$ cat config.mk
export PLATFORM = sky130hd
export DESIGN_NAME = sarRegister
export DESIGN_NICKNAME = d
export VERILOG_FILES = /design/src/rtl/sarRegPkg.sv /design/src/rtl/sarControl.sv /design/src/rtl/sarDatapath.sv /design/src/rtl/sarRegister.sv
export SDC_FILE = /design/constraint.sdc
export NUM_CORES = 1
export LEC_CHECK = 0
export CAP_MARGIN = 20
export CORE_UTILIZATION = 45
export DETAILED_ROUTE_END_ITERATION = 8
export PLACE_DENSITY = 0.8
export REMOVE_ABC_BUFFERS = 1
export SLEW_MARGIN = 20
export SYNTH_ARGS = -nofsm -noshare
export SYNTH_HDL_FRONTEND = slang
export SYNTH_SLANG_ARGS = --single-unit
$ cat constraint.sdc
create_clock -name clk -period 1 [get_ports clk]
set_input_delay 0.3 -clock clk [delete_from_list [all_inputs] [get_ports clk]]
set_output_delay 0.3 -clock clk [all_outputs]
set_load 0.005 [all_outputs]
$ cat src/rtl/sarRegPkg.sv
package sarRegPkg;
  typedef struct packed {
    logic clearAll;
    logic loadTop;
    logic decide;
  } sarStrobeT;
endpackage

$ cat src/rtl/sarControl.sv
module sarControl
  import sarRegPkg::*;
(
  input  logic      clk,
  input  logic      rstN,
  input  logic      startReq,
  input  logic      masterClr,
  input  logic      lastTrial,
  output sarStrobeT strobe,
  output logic      convDone
);
  logic scPrev, mrPrev, busy, resultValid, doneFall;
  logic startHit, finishHit;

  // a start needs a fresh request or a request seen right after a clear
  assign startHit  = startReq & ~masterClr & (~scPrev | mrPrev);
  assign finishHit = strobe.decide & lastTrial;

  always_comb begin
    strobe.clearAll = masterClr;
    strobe.loadTop  = startHit;
    strobe.decide   = busy & ~masterClr & ~startHit;
  end

  always_ff @(posedge clk or negedge rstN) begin
    if (!rstN) begin
      scPrev      <= 1'b0;
      mrPrev      <= 1'b0;
      busy        <= 1'b0;
      resultValid <= 1'b0;
    end else begin
      scPrev <= startReq;
      mrPrev <= masterClr;
      if (masterClr) begin
        busy        <= 1'b0;
        resultValid <= 1'b0;
      end else if (startHit) begin
        busy        <= 1'b1;
        resultValid <= 1'b0;
      end else if (finishHit) begin
        busy        <= 1'b0;
        resultValid <= 1'b1;
      end
    end
  end

  // done flag moves half a cycle after the rising-edge state settles
  always_ff @(negedge clk or negedge rstN) begin
    if (!rstN) doneFall <= 1'b0;
    else       doneFall <= resultValid;
  end

  assign convDone = doneFall;

  assert_clear_idles_R1: assert property (@(posedge clk) disable iff (!rstN)
    masterClr |=> (!busy && !resultValid));

  assert_start_arms_R2: assert property (@(posedge clk) disable iff (!rstN)
    startHit |=> (busy && !resultValid));

  assert_no_restart_held_R3: assert property (@(posedge clk) disable iff (!rstN)
    (scPrev && !mrPrev) |-> !strobe.loadTop);

  assert_done_tracks_R7: assert property (@(posedge clk) disable iff (!rstN)
    convDone == resultValid);

  assert_done_sticks_R7: assert property (@(posedge clk) disable iff (!rstN)
    (resultValid && !masterClr && !startHit) |=> resultValid);
endmodule

$ cat src/rtl/sarDatapath.sv
module sarDatapath
  import sarRegPkg::*;
#(
  parameter int W = 8
) (
  input  logic         clk,
  input  logic         rstN,
  input  sarStrobeT    strobe,
  input  logic         cmpIn,
  output logic [W-1:0] resultQ,
  output logic         serialOut,
  output logic         lastTrial
);
  localparam logic [W-1:0] TOP = {1'b1, {(W-1){1'b0}}};

  logic [W-1:0] qReg, qNext, trialPtr, ptrNext, raiseNext;
  logic         serialReg;

  assign raiseNext = trialPtr >> 1;

  for (genvar i = 0; i < W; i++) begin : gBit
    assign qNext[i] = strobe.clearAll                  ? 1'b0 :
                      strobe.loadTop                   ? TOP[i] :
                      (strobe.decide && trialPtr[i])   ? cmpIn :
                      (strobe.decide && raiseNext[i])  ? 1'b1 :
                                                         qReg[i];
  end

  always_comb begin
    if (strobe.clearAll)     ptrNext = '0;
    else if (strobe.loadTop) ptrNext = TOP;
    else if (strobe.decide)  ptrNext = raiseNext;
    else                     ptrNext = trialPtr;
  end

  always_ff @(posedge clk or negedge rstN) begin
    if (!rstN) begin
      qReg      <= '0;
      trialPtr  <= '0;
      serialReg <= 1'b0;
    end else begin
      qReg     <= qNext;
      trialPtr <= ptrNext;
      if (strobe.clearAll || strobe.loadTop) serialReg <= 1'b0;
      else if (strobe.decide)                serialReg <= cmpIn;
      else                                   serialReg <= 1'b0;
    end
  end

  assign resultQ   = qReg;
  assign serialOut = serialReg;
  assign lastTrial = trialPtr[0];

  assert_clear_zero_R1: assert property (@(posedge clk) disable iff (!rstN)
    strobe.clearAll |=> (resultQ == '0 && !serialOut));

  assert_load_top_R2: assert property (@(posedge clk) disable iff (!rstN)
    strobe.loadTop |=> (resultQ == TOP && !serialOut));

  assert_ptr_onehot_R5: assert property (@(posedge clk) disable iff (!rstN)
    $onehot0(trialPtr));

  assert_upper_hold_R6: assert property (@(posedge clk) disable iff (!rstN)
    strobe.decide |=> (((resultQ ^ $past(resultQ)) &
                        ~($past(trialPtr) | ($past(trialPtr) >> 1))) == '0));

  assert_idle_hold_R6: assert property (@(posedge clk) disable iff (!rstN)
    (!strobe.decide && !strobe.clearAll && !strobe.loadTop) |=>
      ($stable(resultQ) && !serialOut));

  assert_serial_bit_R8: assert property (@(posedge clk) disable iff (!rstN)
    strobe.decide |=> (serialOut == $past(cmpIn)));
endmodule

$ cat src/rtl/sarRegister.sv
module sarRegister #(
  parameter int W = 8
) (
  input  logic         clk,
  input  logic         rstN,
  input  logic         startReq,
  input  logic         masterClr,
  input  logic         cmpIn,
  output logic [W-1:0] resultQ,
  output logic         convDone,
  output logic         serialOut
);
  import sarRegPkg::*;

  sarStrobeT strobe;
  logic      lastTrial;

  sarControl uCtrl (
    .clk       (clk),
    .rstN      (rstN),
    .startReq  (startReq),
    .masterClr (masterClr),
    .lastTrial (lastTrial),
    .strobe    (strobe),
    .convDone  (convDone)
  );

  sarDatapath #(.W(W)) uPath (
    .clk       (clk),
    .rstN      (rstN),
    .strobe    (strobe),
    .cmpIn     (cmpIn),
    .resultQ   (resultQ),
    .serialOut (serialOut),
    .lastTrial (lastTrial)
  );
endmodule

==> flow_metrics.tcl, run 1 <==
set metrics [dict create \
    cts.path.max_buffers 2 \
    layout.cells.most_common_list "sky130_fd_sc_hd__dfrtp_1, sky130_fd_sc_hd__buf_4, sky130_fd_sc_hd__buf_2" \
    die_h_um 47.3 \
    critical_path.n_buffers_inverters 1 \
    hold-path-cell-count 1 \
    drive_gt1_frac 0.569 \
    initial_antenna_violation_count 0 \
    io-pin-count 15 \
    utilization 0.733 \
    worst_ep_required_time_ns 0.70 \
    timing.reg2reg.setup_slack_ns -0.12 \
    critical_path_arrival_ns 1.31 \
    syn-instance-count 76 \
    multiInputGateArea_sq_um 455 \
    ir_drop_uv 1100 \
    postLayoutCellArea_sq_mm 0.00142 \
    cp_top_family "flip-flops" \
    synth.avg_cell_area_sq_um 12.1 \
    library_cells_used_by_synthesis 21 \
    timing.critical_path.from_type "flop" \
    clock_insertion_delay_worst_skew_ns 0.31 \
    finalPower_mw 1.86 \
    clk_transition_reported_paths_ns 0.12 \
    routed_wl_mm 2.09 \
    path_max_fanout 1 \
    timing.critical_path.cells "buf_2" \
    place.detailed.instances 125 \
    die_x_um 47.3 \
    cts_num_sinks 22 \
    rr_endpoint "uPath.resultQ[1]" \
    synth-warning-count 0 \
    dr_total_vias 735 \
    final_hold_viol_count 0 \
    first_global_vias 663 \
    initial_utilization 0.475 \
    synth.ff_latch_count 22 \
    placedInstanceArea_sq_mm 0.00115 \
    hold_path.class "input port to flop" \
    worst-slew-pin-transition_ns 0.265 \
    rsz0062_at_grt "true" \
    tritoncts "built" \
    core_region_area_sq_mm 0.00194 \
    n_antenna_cell 0 \
    violations "negative setup slack" \
    finalSetupViolations 27 \
    hpwlAfterDp_mm 1.09 \
    fin_nets 122 \
    slew_headroom 0.824 \
    cellLeakagePower_nw 0.661 \
    detail_route.first_pass.iterations 4 \
    gr-usage-all-layers 0.193 \
    route.antenna.remaining_nets 0 \
    wl_per_cell_um 14.6 \
    grt_pass1_wl_mm 2.85 \
    biggest_cell_delay_along_the_critical_path_ns 0.40 \
    postLayoutSetupSlackWorst_ns -0.613 \
    run_status "finished with violations" \
    post-route-drc-count 0 \
    n_fill_cell 140 \
    crit_path_top_delay_cell "sky130_fd_sc_hd__dfrtn_1" \
    power_frac_clock 0.364 \
    yosysSeqAreaShare 0.597 \
    seq_area_sq_um 551 \
    final_cell_count_no_fill 143 \
    cap_viol_max_count 0 \
    power_report.internal_total_mw 1.45 \
    area_growth_pct 54.4 \
    layout_commonest_cell "sky130_fd_sc_hd__dfrtp_1" \
    p_per_area_mw_per_mm2 1310 \
    skew_ns 0.00505 \
    gr-total-overflow 0 \
    worst_r2r_startpoint "uCtrl.busy" \
    power.share.combinational 0.139 \
    drt_iter0_markers 9 \
    critical_path_class "flop to output pin" \
    largest_net_degree_at_the_start_of_global_routing 22 \
    floorplan.die_area_sq_mm 0.00223 \
    globalplace.congestion 0.716 \
    syn_area_sq_um 922 \
    min-delay-start "startReq" \
    finalMaxSlewViolations 0 \
    seq_power_share 0.496 \
    post_drt_via_cell_ratio 5.14 \
    type_of_destination_of_the_critical_path "output pin" \
    port_buffers 14 \
    cts_root_buf "sky130_fd_sc_hd__clkbuf_4" \
    holdBufCountCts 0 \
    cts_inserted_buffers 3 \
    endpoint_worst_hold "uCtrl.scPrev" \
    power.switching_mw 0.416 \
    reg2reg_depth 3 \
    power.switching_fraction 0.223 \
    htree_levels 1 \
    row_count 16 \
]
## registers in the layout, summed over array words and instances, names as in the netlist
name / cells
uPath.serialOut: 1
uCtrl.resultValid: 1
uCtrl.scPrev: 1
uCtrl.convDone: 1
uPath.resultQ: 8
uCtrl.busy: 1
uPath.trialPtr: 8
uCtrl.mrPrev: 1
## metrics by stage
stage                     TNS, ns  worst slack, ns  hold slack [ns]
final                       -2.84           -0.613            0.221
after global routing        -3.98           -0.629            0.227
after CTS                   -2.37           -0.616            0.434
after detailed placement    -8.14           -0.669            0.485
after global placement      -8.07           -0.653            0.484
after floorplan             -2.35           -0.253          0.00441
## timing repair
| action | in CTS | in global routing |
|---|---|---|
| gates cloned | 1 | 0 |
| setup buffers | 6 | 8 |
| gates resized for setup | 54 | 22 |
| pin swaps | 9 | 10 |
| endpoints found under the hold margin | 0 | 0 |
| setup endpoints to repair | 23 | 29 |
## worst reg2reg max path: cells and delay by family (launching register included)
family | cells | cell delay, ns
flip-flops | 1 | 0.45
AO/OA/AOI/OAI | 1 | 0.29
buffers and inverters | 1 | 0.15
AND/OR/NAND/NOR | 1 | 0.15
## final cells by class
cell class / instances / share of cell area
Clock buffer: 3 / 0.0158
Clock inverter: 1 / 0.0211
Sequential cell: 22 / 0.387
Inverter: 6 / 0.0158
Multi-Input combinational cell: 46 / 0.320
Tap cell: 27 / 0.0237
Timing Repair Buffer: 38 / 0.217
## power by group through the flow
stage / combinational, mW / clock [mW] / sequential [mW]
2_1_floorplan: 0.0559 / 0 / 0.946
5_1_grt: 0.276 / 0.712 / 0.927
4_1_cts: 0.202 / 0.690 / 0.918
3_3_place_gp: 0.160 / 0 / 0.934
3_5_place_dp: 0.161 / 0 / 0.935
6_report: 0.260 / 0.678 / 0.924
## cell usage after synthesis (all sizes together)
cell type / number / area share
a221oi: 6 / 0.057
dfrtp: 21 / 0.57
o21a: 1 / 0.0081
nor2b: 1 / 0.0068
buf: 3 / 0.026
a21o: 1 / 0.016
a21oi: 5 / 0.031
o22ai: 1 / 0.0068
mux2i: 7 / 0.076
inv: 6 / 0.024
dfrtn: 1 / 0.027
nand2: 4 / 0.016
o21ai: 6 / 0.033
nor2: 9 / 0.066
nand2b: 4 / 0.035
## metal layers
metal  track usage  part of all wire  wire length, um
met2         0.299              0.54             1140
met4         0.109             0.022               45
met1         0.248              0.37              781
met5             0                 0                0
met3        0.0462             0.060              125
## how the worst max path moves through the flow
stage / slack (ns) / to / start / cells past startpoint
2_1_floorplan: -0.25 / uPath.resultQ[1] / uCtrl.busy / 2
3_3_place_gp: -0.65 / convDone / uCtrl.convDone / 1
3_5_place_dp: -0.67 / convDone / uCtrl.convDone / 1
4_1_cts: -0.62 / convDone / uCtrl.convDone / 1
5_1_grt: -0.63 / convDone / uCtrl.convDone / 1
6_report: -0.61 / convDone / uCtrl.convDone / 1
## cell families after synthesis
kind of cell	after synthesis	synth area share
DFF	22	0.597
AOI/OAI and AO/OA	20	0.152
and+or+nand+nor	18	0.125
buffers and inverters	9	0.0502
muxes	7	0.0760
(Power assumes the default switching activity.)
==> run 2, diff against run 1 <==
--- a/config.mk
+++ b/config.mk
@@ -6,9 +6,11 @@
 export NUM_CORES = 1
 export LEC_CHECK = 0
 export CAP_MARGIN = 20
-export CORE_UTILIZATION = 45
+export CELL_PAD_IN_SITES_DETAIL_PLACEMENT = 1
+export CELL_PAD_IN_SITES_GLOBAL_PLACEMENT = 2
+export CORE_UTILIZATION = 30
 export DETAILED_ROUTE_END_ITERATION = 8
-export PLACE_DENSITY = 0.8
+export PLACE_DENSITY = 0.79
 export REMOVE_ABC_BUFFERS = 1
 export SLEW_MARGIN = 20
 export SYNTH_ARGS = -nofsm -noshare
==> flow_metrics.tcl, run 2 (synthesized netlist as in run 1, its figures left out) <==
set metrics [dict create \
    run_status "finished with violations" \
    violations "design-rule violations, negative setup slack" \
    cp_top_family "flip-flops" \
    skew_ns 0.00629 \
    area_growth_pct 50.3 \
    finalMaxSlewViolations 0 \
    cts_inserted_buffers 3 \
    biggest_cell_delay_along_the_critical_path_ns 0.39 \
    route.antenna.remaining_nets 0 \
    dr_total_vias 730 \
    clk_transition_reported_paths_ns 0.12 \
    worst_ep_required_time_ns 0.70 \
    clock_insertion_delay_worst_skew_ns 0.31 \
    die_x_um 57.4 \
    hold_path.class "input port to flop" \
    totalNegativeSetupSlack_ns -2.72 \
    post-route-drc-count 2 \
    place.detailed.instances 133 \
    floorplan.die_area_sq_mm 0.00330 \
    hpwlAfterDp_mm 1.30 \
    grt_pass1_wl_mm 3.83 \
    p_per_area_mw_per_mm2 1190 \
    wirelength_met1_um 978 \
    cts_root_buf "sky130_fd_sc_hd__clkbuf_4" \
    cts.path.max_buffers 2 \
    globalplace.congestion 0.670 \
    tritoncts "built" \
    layout.cells.most_common_list "sky130_fd_sc_hd__dfrtp_1, sky130_fd_sc_hd__buf_4, sky130_fd_sc_hd__buf_2" \
    crit_path_top_delay_cell "sky130_fd_sc_hd__dfrtn_1" \
    initial_antenna_violation_count 0 \
    detail_route.first_pass.iterations 5 \
    slew_headroom 0.814 \
    drive_gt1_frac 0.538 \
    fin_nets 123 \
    htree_levels 1 \
    largest_net_degree_at_the_start_of_global_routing 22 \
    wl_per_cell_um 15.8 \
    multiInputGateArea_sq_um 430 \
    core_region_area_sq_mm 0.00283 \
    power_frac_clock 0.298 \
    type_of_destination_of_the_critical_path "output pin" \
    gr-usage-all-layers 0.155 \
    drt_iter0_markers 8 \
    power_report.internal_total_mw 1.25 \
    ir_drop_uv 937 \
    initial_utilization 0.326 \
    final_hold_viol_count 0 \
    layout_commonest_cell "sky130_fd_sc_hd__dfrtp_1" \
    gr-total-overflow 0 \
    n_fill_cell 317 \
    seq_area_sq_um 551 \
    cellLeakagePower_nw 0.629 \
    final_cell_count_no_fill 148 \
    met2_wirelength_mm 1.28 \
    worst-slew-pin-transition_ns 0.278 \
    highest_layer "met3" \
    cap_viol_max_count 0 \
    finalSetupViolations 26 \
    postLayoutSetupSlackWorst_ns -0.594 \
    port_buffers 14 \
    seq_power_share 0.556 \
    routed_wl_mm 2.34 \
    power.share.combinational 0.146 \
    n_antenna_cell 0 \
    first_global_vias 795 \
    path_max_fanout 1 \
    rsz0062_at_grt "true" \
    power.switching_fraction 0.245 \
    io-pin-count 15 \
    critical_path_class "flop to output pin" \
    critical_path.n_buffers_inverters 1 \
    timing.critical_path.cells "buf_2" \
    row_count 19 \
    post_drt_via_cell_ratio 4.93 \
    timing.critical_path.from_type "flop" \
    critical_path_arrival_ns 1.29 \
    cts_num_sinks 22 \
    met3_wire_length_um 79 \
    power.switching_mw 0.406 \
    die_h_um 57.4 \
]
## run 2: cell types whose count changed in the layout (fill, tap and decap cells not counted), sizes merged
cell and delta:
buf +1, dlymetal6s2s -2, clkdlybuf4s50 +1, clkbuf +1
bufinv -1, dlygate4sd2 +1
## run 2: power by group through the flow
stage	clock network (mW)	logic [mW]	registers (mW)
detailed placement	0	0.184	0.934
global placement	0	0.180	0.933
global route	0.537	0.263	0.924
floorplan	0	0.0559	0.946
finish	0.493	0.242	0.921
CTS	0.504	0.237	0.921
## run 2: final cells by class
cell class,count,share of cell area
Timing Repair Buffer,39,0.222
Tap cell,31,0.0280
Multi-Input combinational cell,46,0.310
Inverter,6,0.0162
Clock buffer,4,0.0262
Sequential cell,22,0.397
## run 2: through the flow
| step | cell area [sq um] | utilization | setup WS, ns | total power, mW | hold WS [ns] |
|---|---|---|---|---|---|
| 3_3_place_gp | 1190 | 0.421 | -0.654 | 1.11 | 0.511 |
| 4_1_cts | 1360 | 0.480 | -0.600 | 1.66 | 0.339 |
| 5_1_grt | 1390 | 0.490 | -0.629 | 1.72 | 0.330 |
| 6_report | 1390 | 0.490 | -0.594 | 1.66 | 0.344 |
| 3_5_place_dp | 1190 | 0.421 | -0.655 | 1.12 | 0.522 |
| 2_1_floorplan | 898 | - | -0.253 | 1.00 | 0.00441 |
## run 2: what timing repair did
item	CTS	global route
buffers inserted	6	3
hold buffers	0	0
pin swaps	8	0
cloned	2	0
resized for setup	67	1
setup endpoints to repair	26	28
## run 2: path summary, 6_finish.rpt
path	end	slack, ns	depth (start not counted)	startpoint
max in group asynchronous	uCtrl.convDone	0.28	1	rstN
setup / recovery	convDone	-0.59	1	uCtrl.convDone
setup reg to reg	uPath.trialPtr[3]	-0.11	4	uCtrl.busy
hold / removal	uCtrl.scPrev	0.34	1	startReq
min in group asynchronous	uPath.serialOut	0.43	2	rstN
hold reg to reg	uPath.resultQ[5]	0.56	1	uPath.trialPtr[5]
## run 2: layer usage
metal / GRT usage / up-vias
met5: 0 / -
met4: 0.0105 / 0
met3: 0.0408 / 0
met2: 0.274 / 14
met1: 0.197 / 368
li1: - / 348
